$ cat src/rtl/amb_pkg.sv
package amb_pkg;

  typedef enum logic [2:0] {
    ST_IDLE = 3'd0,
    ST_RD   = 3'd1,
    ST_WSU  = 3'd2,
    ST_WPUL = 3'd3,
    ST_REC  = 3'd4
  } seq_st_e;

  // nanoseconds to whole clock cycles, rounded up, never below one
  function automatic int ns2cyc(input int ns, input int per_ns);
    int c;
    if (ns <= 0) return 1;
    c = (ns + per_ns - 1) / per_ns;
    return (c < 1) ? 1 : c;
  endfunction

  function automatic int imax(input int a, input int b);
    return (a > b) ? a : b;
  endfunction

endpackage

$ cat src/rtl/amb_phase_timer.sv
module amb_phase_timer #(
  parameter int CNT_W = 4
) (
  input  logic             clk,
  input  logic             rst_n,
  input  logic             load,
  input  logic [CNT_W-1:0] load_val,
  output logic             zero
);
  logic [CNT_W-1:0] cnt_q;

  always_ff @(posedge clk) begin
    if (!rst_n)              cnt_q <= '0;
    else if (load)           cnt_q <= load_val;
    else if (cnt_q != '0)    cnt_q <= cnt_q - 1'b1;
  end

  assign zero = (cnt_q == '0);
endmodule

$ cat src/rtl/amb_sequencer.sv
module amb_sequencer
  import amb_pkg::*;
#(
  parameter int RD_CYC   = 9,
  parameter int SU_CYC   = 1,
  parameter int WP_CYC   = 4,
  parameter int WREC_CYC = 4,
  parameter int RREC_CYC = 1,
  parameter int CNT_W    = 4
) (
  input  logic             clk,
  input  logic             rst_n,
  input  logic             pwr_ok,
  input  logic             req_valid,
  input  logic             req_write,
  input  logic             tmr_zero,
  output logic             req_ready,
  output logic             accept,
  output logic             tmr_load,
  output logic [CNT_W-1:0] tmr_val,
  output seq_st_e          state_q,
  output seq_st_e          nxt_state,
  output logic             rd_capture,
  output logic             wr_done
);
  localparam logic [CNT_W-1:0] LD_RD   = CNT_W'(RD_CYC - 1);
  localparam logic [CNT_W-1:0] LD_SU   = CNT_W'(SU_CYC - 1);
  localparam logic [CNT_W-1:0] LD_WP   = CNT_W'(WP_CYC - 1);
  localparam logic [CNT_W-1:0] LD_WREC = CNT_W'(WREC_CYC - 1);
  localparam logic [CNT_W-1:0] LD_RREC = CNT_W'(RREC_CYC - 1);

  assign req_ready = (state_q == ST_IDLE) && pwr_ok;
  assign accept    = req_ready && req_valid;

  always_comb begin
    nxt_state  = state_q;
    tmr_load   = 1'b0;
    tmr_val    = '0;
    rd_capture = 1'b0;
    wr_done    = 1'b0;
    unique case (state_q)
      ST_IDLE: if (accept) begin
        tmr_load  = 1'b1;
        nxt_state = req_write ? ST_WSU : ST_RD;
        tmr_val   = req_write ? LD_SU : LD_RD;
      end
      ST_RD: if (tmr_zero) begin
        rd_capture = 1'b1;
        nxt_state  = ST_REC;
        tmr_load   = 1'b1;
        tmr_val    = LD_RREC;
      end
      ST_WSU: if (tmr_zero) begin
        nxt_state = ST_WPUL;
        tmr_load  = 1'b1;
        tmr_val   = LD_WP;
      end
      ST_WPUL: if (tmr_zero) begin
        wr_done   = 1'b1;
        nxt_state = ST_REC;
        tmr_load  = 1'b1;
        tmr_val   = LD_WREC;
      end
      ST_REC: if (tmr_zero) nxt_state = ST_IDLE;
      default: nxt_state = ST_IDLE;
    endcase
  end

  always_ff @(posedge clk) begin
    if (!rst_n) state_q <= ST_IDLE;
    else        state_q <= nxt_state;
  end
endmodule

$ cat src/rtl/amb_pin_driver.sv
module amb_pin_driver
  import amb_pkg::*;
#(
  parameter int ADDR_W = 15,
  parameter int DATA_W = 8
) (
  input  logic              clk,
  input  logic              rst_n,
  input  seq_st_e           state_q,
  input  seq_st_e           nxt_state,
  input  logic              accept,
  input  logic              req_write,
  input  logic [ADDR_W-1:0] req_addr,
  input  logic [DATA_W-1:0] req_wdata,
  output logic [ADDR_W-1:0] mem_addr,
  output logic              mem_ce_n,
  output logic              mem_we_n,
  output logic              mem_oe_n,
  output logic [DATA_W-1:0] mem_dq_out,
  output logic              mem_dq_oe
);
  logic nxt_sel, nxt_we, nxt_oe, nxt_drive;

  // pins follow the state the sequencer enters, so they change on the same edge
  always_comb begin
    nxt_sel   = (nxt_state == ST_RD) || (nxt_state == ST_WSU) || (nxt_state == ST_WPUL);
    nxt_we    = (nxt_state == ST_WPUL);
    nxt_oe    = (nxt_state == ST_RD);
    nxt_drive = (nxt_state == ST_WPUL) && (state_q == ST_WPUL);
  end

  always_ff @(posedge clk) begin
    if (!rst_n) begin
      mem_ce_n  <= 1'b1;
      mem_we_n  <= 1'b1;
      mem_oe_n  <= 1'b1;
      mem_dq_oe <= 1'b0;
    end else begin
      mem_ce_n  <= ~nxt_sel;
      mem_we_n  <= ~nxt_we;
      mem_oe_n  <= ~nxt_oe;
      mem_dq_oe <= nxt_drive;
    end
  end

  always_ff @(posedge clk) begin
    if (!rst_n) begin
      mem_addr   <= '0;
      mem_dq_out <= '0;
    end else if (accept) begin
      mem_addr <= req_addr;
      if (req_write) mem_dq_out <= req_wdata;
    end
  end
endmodule

$ cat src/rtl/amb_rd_capture.sv
module amb_rd_capture #(
  parameter int DATA_W = 8
) (
  input  logic              clk,
  input  logic              rst_n,
  input  logic              rd_capture,
  input  logic              wr_done,
  input  logic [DATA_W-1:0] mem_dq_in,
  output logic              rsp_valid,
  output logic [DATA_W-1:0] rsp_rdata
);
  always_ff @(posedge clk) begin
    if (!rst_n) begin
      rsp_valid <= 1'b0;
      rsp_rdata <= '0;
    end else begin
      rsp_valid <= rd_capture | wr_done;
      if (rd_capture) rsp_rdata <= mem_dq_in;
    end
  end
endmodule

$ cat src/rtl/async_mem_bridge.sv
module async_mem_bridge
  import amb_pkg::*;
#(
  parameter int ADDR_W        = 15,
  parameter int DATA_W        = 8,
  parameter int CLK_PERIOD_NS = 4,
  parameter int T_CYCLE_NS    = 35,
  parameter int T_ACC_ADDR_NS = 35,
  parameter int T_ACC_OE_NS   = 15,
  parameter int T_AS_NS       = 0,
  parameter int T_WP_NS       = 15,
  parameter int T_AW_NS       = 18,
  parameter int T_DS_NS       = 10,
  parameter int T_WR_NS       = 12,
  parameter int T_HIGH_NS     = 2
) (
  input  logic              clk,
  input  logic              rst_n,
  input  logic              pwr_ok,
  input  logic              req_valid,
  output logic              req_ready,
  input  logic              req_write,
  input  logic [ADDR_W-1:0] req_addr,
  input  logic [DATA_W-1:0] req_wdata,
  output logic              rsp_valid,
  output logic [DATA_W-1:0] rsp_rdata,
  output logic [ADDR_W-1:0] mem_addr,
  output logic              mem_ce_n,
  output logic              mem_we_n,
  output logic              mem_oe_n,
  output logic [DATA_W-1:0] mem_dq_out,
  output logic              mem_dq_oe,
  input  logic [DATA_W-1:0] mem_dq_in
);
  localparam int P        = CLK_PERIOD_NS;
  localparam int RD_CYC   = imax(ns2cyc(T_ACC_ADDR_NS, P), ns2cyc(T_ACC_OE_NS, P));
  localparam int SU_CYC   = ns2cyc(T_AS_NS, P);
  // data bus is driven one cycle after the fall, hence the extra cycle on setup
  localparam int WP_CYC   = imax(imax(ns2cyc(T_WP_NS, P), ns2cyc(T_AW_NS, P) - SU_CYC),
                                 ns2cyc(T_DS_NS, P) + 1);
  localparam int WREC_CYC = imax(imax(ns2cyc(T_WR_NS, P), ns2cyc(T_HIGH_NS, P)),
                                 ns2cyc(T_CYCLE_NS, P) - SU_CYC - WP_CYC);
  localparam int RREC_CYC = imax(ns2cyc(T_HIGH_NS, P), ns2cyc(T_CYCLE_NS, P) - RD_CYC);
  localparam int MAX_CYC  = imax(imax(imax(RD_CYC, SU_CYC), imax(WP_CYC, WREC_CYC)), RREC_CYC);
  localparam int CNT_W    = $clog2(MAX_CYC + 1);

  seq_st_e          state_q, nxt_state;
  logic             accept, tmr_load, tmr_zero, rd_capture, wr_done;
  logic [CNT_W-1:0] tmr_val;

  amb_phase_timer #(.CNT_W(CNT_W)) timer_i (
    .clk      (clk),
    .rst_n    (rst_n),
    .load     (tmr_load),
    .load_val (tmr_val),
    .zero     (tmr_zero)
  );

  amb_sequencer #(
    .RD_CYC(RD_CYC), .SU_CYC(SU_CYC), .WP_CYC(WP_CYC),
    .WREC_CYC(WREC_CYC), .RREC_CYC(RREC_CYC), .CNT_W(CNT_W)
  ) seq_i (
    .clk        (clk),
    .rst_n      (rst_n),
    .pwr_ok     (pwr_ok),
    .req_valid  (req_valid),
    .req_write  (req_write),
    .tmr_zero   (tmr_zero),
    .req_ready  (req_ready),
    .accept     (accept),
    .tmr_load   (tmr_load),
    .tmr_val    (tmr_val),
    .state_q    (state_q),
    .nxt_state  (nxt_state),
    .rd_capture (rd_capture),
    .wr_done    (wr_done)
  );

  amb_pin_driver #(.ADDR_W(ADDR_W), .DATA_W(DATA_W)) pins_i (
    .clk        (clk),
    .rst_n      (rst_n),
    .state_q    (state_q),
    .nxt_state  (nxt_state),
    .accept     (accept),
    .req_write  (req_write),
    .req_addr   (req_addr),
    .req_wdata  (req_wdata),
    .mem_addr   (mem_addr),
    .mem_ce_n   (mem_ce_n),
    .mem_we_n   (mem_we_n),
    .mem_oe_n   (mem_oe_n),
    .mem_dq_out (mem_dq_out),
    .mem_dq_oe  (mem_dq_oe)
  );

  amb_rd_capture #(.DATA_W(DATA_W)) cap_i (
    .clk        (clk),
    .rst_n      (rst_n),
    .rd_capture (rd_capture),
    .wr_done    (wr_done),
    .mem_dq_in  (mem_dq_in),
    .rsp_valid  (rsp_valid),
    .rsp_rdata  (rsp_rdata)
  );
endmodule

$ cat config.mk
export PLATFORM = sky130hd
export DESIGN_NAME = async_mem_bridge
export DESIGN_NICKNAME = d
export VERILOG_FILES = /design/src/rtl/amb_pkg.sv /design/src/rtl/amb_phase_timer.sv /design/src/rtl/amb_sequencer.sv /design/src/rtl/amb_pin_driver.sv /design/src/rtl/amb_rd_capture.sv /design/src/rtl/async_mem_bridge.sv
export SDC_FILE = /design/constraint.sdc
export NUM_CORES = 1
export LEC_CHECK = 0
export BUFFER_PORTS_ARGS = -buffer_cell sky130_fd_sc_hd__buf_2
export CAP_MARGIN = 20
export CORE_ASPECT_RATIO = 1.75
export CORE_MARGIN = 2
export CORE_UTILIZATION = 51
export DETAILED_ROUTE_END_ITERATION = 16
export GPL_TIMING_DRIVEN = 0
export PLACE_DENSITY = 0.84
export SETUP_SLACK_MARGIN = 0.02
export SLEW_MARGIN = 40
export SYNTH_ARGS = -nofsm -noshare
export SYNTH_HDL_FRONTEND = slang
export SYNTH_SLANG_ARGS = --single-unit
$ cat constraint.sdc
create_clock -name clk -period 5.6 [get_ports clk]
set_clock_uncertainty 0.2 [all_clocks]
set_input_delay 0.56 -clock clk [delete_from_list [all_inputs] [get_ports clk]]
set_output_delay 0.56 -clock clk [all_outputs]
set_load 0.005 [all_outputs]
# --- Yosys cells after proc, flatten, opt, wreduce, memory -nomap -nowiden ---
# Index checks and enable logic that the tools add are counted.
word_totals:
  regBits: 43
  in_bits: 36
  wordCells: 52
classes:
  n_addsub: 1
  n_eq_ne: 7
  muxes: 17
  bitwise_logic: 4
  n_reduce_logical: 13
ops:
  columns: ["operator", "count"]
  rows:
  - ["$mux 4", 4]
  - ["$eq 3x2->1 const B", 4]
  - ["$mux 3", 4]
  - ["$pmux 3 s4", 1]
  - ["$pmux 4 s2", 1]
  - ["$eq 3x1->1 const B", 2]
  - ["$logic_not 4->1", 1]
  - ["$mux 1", 4]
  - ["$mux 2", 2]
  - ["$reduce_bool 4->1", 1]
  - ["$reduce_or 2->1", 2]
  - ["$sub 4x1->4 const B", 1]
  - ["$eq 3x3->1 const B", 1]
  - ["$logic_and 1x1->1", 3]
  - ["$logic_not 3->1", 1]
  - ["$not 1->1", 3]
  - ["$reduce_or 3->1", 1]
  - ["$logic_or 1x1->1", 2]
  - ["$pmux 1 s2", 1]
  - ["$reduce_and 2->1", 1]
  - ["$reduce_bool 2->1", 1]
  - ["$or 1x1->1", 1]

# --- Depth between registers and ports, before layout ---
depth:
  word_depth: 9
  ltp_mapped: 6
  ltp_nobuf: 5

# --- Cells and area by module ---
# A second synthesis with hierarchy kept.
hier_totals:
  cells_unflattened: 175
  hier_area_um2: 1849.3
modules_own_cells:
  columns: ["mod", "n_inst", "cells_each", "area_per_inst_um2"]
  rows:
  - ["amb_pin_driver", 1, 96, 1058.5]
  - ["amb_rd_capture", 1, 27, 329.1]
  - ["amb_sequencer", 1, 29, 231.5]
  - ["amb_phase_timer", 1, 23, 230.2]

# --- Worst setup path after synthesis ---
# Ideal clock, no wire load.
synth_timing:
  path_type: "input-to-output"
  startpoint: "input pwr_ok"
  endpoint: "output req_ready"
  arrival_time_ps: 1348
  required_time_ps: 4840
  path_slack_ps: 3492
  cell_stages: 3
  path_cell_list: "or4b_4 > clkinv_1 > buf_2"
synth_between:
  elab_chain_cells: 1
synth_rtl:
  columns: ["item", "line", "text"]
  rows:
  - ["start: declaration", "async_mem_bridge.sv:19", "input logic pwr_ok,"]
  - ["$logic_and 1x1->1", "amb_sequencer.sv:32", "assign req_ready = (state_q == ST_IDLE) && pwr_ok;"]
  - ["end: declaration", "async_mem_bridge.sv:21", "output logic req_ready,"]
# No other way between the ends.

# --- Worst setup path in the final report ---
layout_timing:
  startpoint: "register seq_i.state_q[0]"
  endpoint: "output req_ready"
layout_between:
  elab_chain_cells: 2
layout_rtl:
  columns: ["item", "line", "text"]
  rows:
  - ["start: declaration", "amb_sequencer.sv:21", "output seq_st_e state_q,"]
  - ["start signal: assignment", "amb_sequencer.sv:71", "else state_q <= nxt_state;"]
  - ["$logic_not 3->1", "amb_sequencer.sv:32", null]
  - ["$logic_and 1x1->1", "amb_sequencer.sv:32", null]
# No other way between the ends.

==> results.toml <==
[hold_path]
hold-path-endpoint = "cap_i.rsp_rdata[6]$_SDFFE_PN0P_"
hold_class = "reg -> reg"
number_of_cells_on_the_worst_hold_path = 2
hold_path_startpoint = "cap_i.rsp_rdata[6]$_SDFFE_PN0P_"

[routing]
drt_first_pass_iters = 4
detail_route.iter0.violations = 60
final_routed_wirelength_across_all_metal_layers_microns = 4230
drcViolationCount = 0
routedWlPerCell_microns = 12.9
routed-via-count = 1725
vias_per_cell = 5.26
antenna_violating_nets_post_route = 0

[floorplan]
core_sq_um = 3400
die_area_sq_um = 4050
num_io_pins = 73
placementRows = 28
fp.dieH_microns = 82.7
starting_density_of_the_core = 0.531
die_x_microns = 49.0

[global_routing]
global_route.usage.total = 0.221
grt.met3_usage = 0.0612
via_count_of_the_first_global_routing_pass = 1590
grt_max_degree = 13
gr-usage-met1 = 0.216
grt_first_pass_wirelength_microns = 6820
initial_antenna_violation_count = 0
global_route.overflow_total = 0
grt_use_met2 = 0.440
busiest_layer_in_global_routing = "met2"

[placement]
last_weighted_congestion_value_of_the_routability_driven_placer = 0.837
io_buffers = 72
post-dp-hpwl_microns = 3160
placed_cell_area_sq_um = 2220

[cts]
holdBufCountCts = 0
clock_insertion_delay_worst_skew_ns = 0.29
tritoncts = "done"
clockRootBuffer = "sky130_fd_sc_hd__clkbuf_8"
cts_buffer_depth = 2
cts_made_buffers = 5
path_clk_slew_ns = 0.07
post_cts.repair.setup_buffers = 0
cts.htree.levels = 2
clock_net_sink_count = 43
cts_resized = 0

[critical_path]
worst-r2r-cell-count = 5
type_of_element_launching_the_critical_path = "flip-flop"
critical_path.max_fanout = 10
r2r_slack_ns = 3.48
rr_endpoint = "cap_i.rsp_rdata[3]$_SDFFE_PN0P_"
worst-endpoint-arrival_ns = 1.86
path_class = "reg -> out"
endpoint_kind = "output port"
critical_path.reg2reg.startpoint = "timer_i.cnt_q[0]$_SDFFE_PN0P_"
cp_data_required_time_ns = 4.84

[logic_synthesis]
synth.top_cells.by_area = "sky130_fd_sc_hd__dfxtp_1 48%, sky130_fd_sc_hd__mux2i_1 9.4%, sky130_fd_sc_hd__nand2_1 6.9%, sky130_fd_sc_hd__o21ai_0 5.3%, sky130_fd_sc_hd__a21oi_1 4.7%"
most_frequent_cells_after_synthesis = "43 x sky130_fd_sc_hd__dfxtp_1, 33 x sky130_fd_sc_hd__nand2_1, 19 x sky130_fd_sc_hd__o21ai_0"
ys.flop_type = "sky130_fd_sc_hd__dfxtp_1"
synth_cell_types = 37
synth_edf_count = 0
post_synth.cell_area_avg_sq_um = 8.84
ys_ff_latch = 43
synth.most_common_cell = "sky130_fd_sc_hd__dfxtp_1"
yosysWarningCount = 0
synth_top_area_frac = 0.477
ys_seq_area_frac = 0.477
synthArstFlopShare = 0
netlist_instances = 204
syn_area_sq_um = 1800
synth_largest_area_cell = "sky130_fd_sc_hd__dfxtp_1"
syn_nets = 241

[outcome]
status = "completed"

[cells_and_area]
design.final.nets = 320
area_delta_synth_final_pct = 27.9
final_design_area_no_fill_sq_um = 2310
insertedDiodeCount = 0
final_layout_size_suffix_gt1_frac = 0.318

[power_and_ir_drop]
vdd.ir_drop.worst_uv = 209
p_leak_uw = 0.00103
power-per-cell-area_nw_per_um2 = 339

[timing]
hold-worst-slack_ns = 0.257
timing.max_slew.rel_slack = 0.461
unrepaired_setup_endpoints_after_global_routing = "no"
final.setup.tns_ns = 0
final_critical_path_time_including_i_o_delays_and_setup_ns = 2.62
worst_margin_pin_slew_ns = 0.805
timing.fmax_mhz = 382
slew_violations = 0
finalCritPeriodShare = 0.468
finalHoldViolCount = 0
setup_viol = 0

[job]
reported_max_cap_violation_count = 0
==> worst max path at each step <==
stage	from	endpoint	slack [ns]	depth (start not counted)
final	seq_i.state_q[0]$_SDFF_PN0_	req_ready	2.98	5
after global routing	seq_i.state_q[0]$_SDFF_PN0_	req_ready	2.88	5
after CTS	seq_i.state_q[0]$_SDFF_PN0_	req_ready	2.97	5
after global placement	pwr_ok	req_ready	3.12	5
after detailed placement	pwr_ok	req_ready	3.12	5
after floorplan	pwr_ok	req_ready	3.49	3
==> power breakdown <==
group	switching [uW]	leakage, uW	internal (uW)
Clock	99.5	0.0000470	96.7
Combinational	121	0.000630	106
Sequential	21.7	0.000350	339
==> metal layers <==
layer  wire length, microns  part of all wire
met5                      0                 0
met2                   2260              0.53
met4                     70             0.017
met1                   1600              0.38
met3                    294             0.070
==> worst max-delay path, stage by stage, from the launching register on <==
cell	delay [ns]
sky130_fd_sc_hd__dfxtp_1	0.30
sky130_fd_sc_hd__buf_2	0.17
sky130_fd_sc_hd__or4b_4	0.50
sky130_fd_sc_hd__clkinv_1	0.20
sky130_fd_sc_hd__buf_2	0.25
sky130_fd_sc_hd__buf_2	0.14
==> area by class of cell <==
cell class                      instances  area (sq um)
Timing Repair Buffer                   72           360
Clock buffer                            6          82.6
Sequential cell                        43           861
Inverter                                5          18.8
Fill cell                             307          1090
Buffer                                 17          85.1
Tap cell                               45          56.3
Multi-Input combinational cell        139           840
Clock inverter                          1          5.00
==> state kept, by name, summed over array words and instances (netlist names) <==
signal	cells
pins_i.mem_ce_n	1
seq_i.state_q	3
pins_i.mem_we_n	1
pins_i.mem_addr	15
cap_i.rsp_valid	1
pins_i.mem_dq_out	8
pins_i.mem_oe_n	1
timer_i.cnt_q	4
cap_i.rsp_rdata	8
pins_i.mem_dq_oe	1
==> metrics by stage <==
stage	std cells	util	power, uW	setup slack [ns]
final	328	0.679	783	2.98
after global routing	328	0.679	829	2.88
after CTS	328	0.679	787	2.97
after detailed placement	321	0.654	593	3.12
after global placement	321	0.654	589	3.12
after floorplan	204	-	524	3.49
==> layout by cell type, fill, tap and decap left out, types with 3 or more instances in the layout <==
cell | Yosys | routed
sky130_fd_sc_hd__a211oi_1 | 3 | 3
sky130_fd_sc_hd__a21oi_1 | 17 | 17
sky130_fd_sc_hd__buf_2 | 2 | 74
sky130_fd_sc_hd__clkbuf_1 | 12 | 12
sky130_fd_sc_hd__clkbuf_8 | 0 | 6
sky130_fd_sc_hd__dfxtp_1 | 43 | 43
sky130_fd_sc_hd__inv_1 | 3 | 3
sky130_fd_sc_hd__mux2i_1 | 17 | 17
sky130_fd_sc_hd__nand2_1 | 33 | 33
sky130_fd_sc_hd__nand3_1 | 17 | 17
sky130_fd_sc_hd__nor2_1 | 4 | 4
sky130_fd_sc_hd__o21ai_0 | 19 | 19
==> logic make-up (layout without fill, tap and decap cells) <==
kind of cell    count (synthesis)  after routing  synth area share
simple gates                   72             72             0.207
buf+inv                        22            101            0.0576
compound gates                 47             47             0.148
flops                          43             43             0.477
xor+xnor                        2              2           0.00971
mux                            17             17            0.0943
fa+ha+maj                       1              1           0.00693
(Power assumes the default switching activity.)
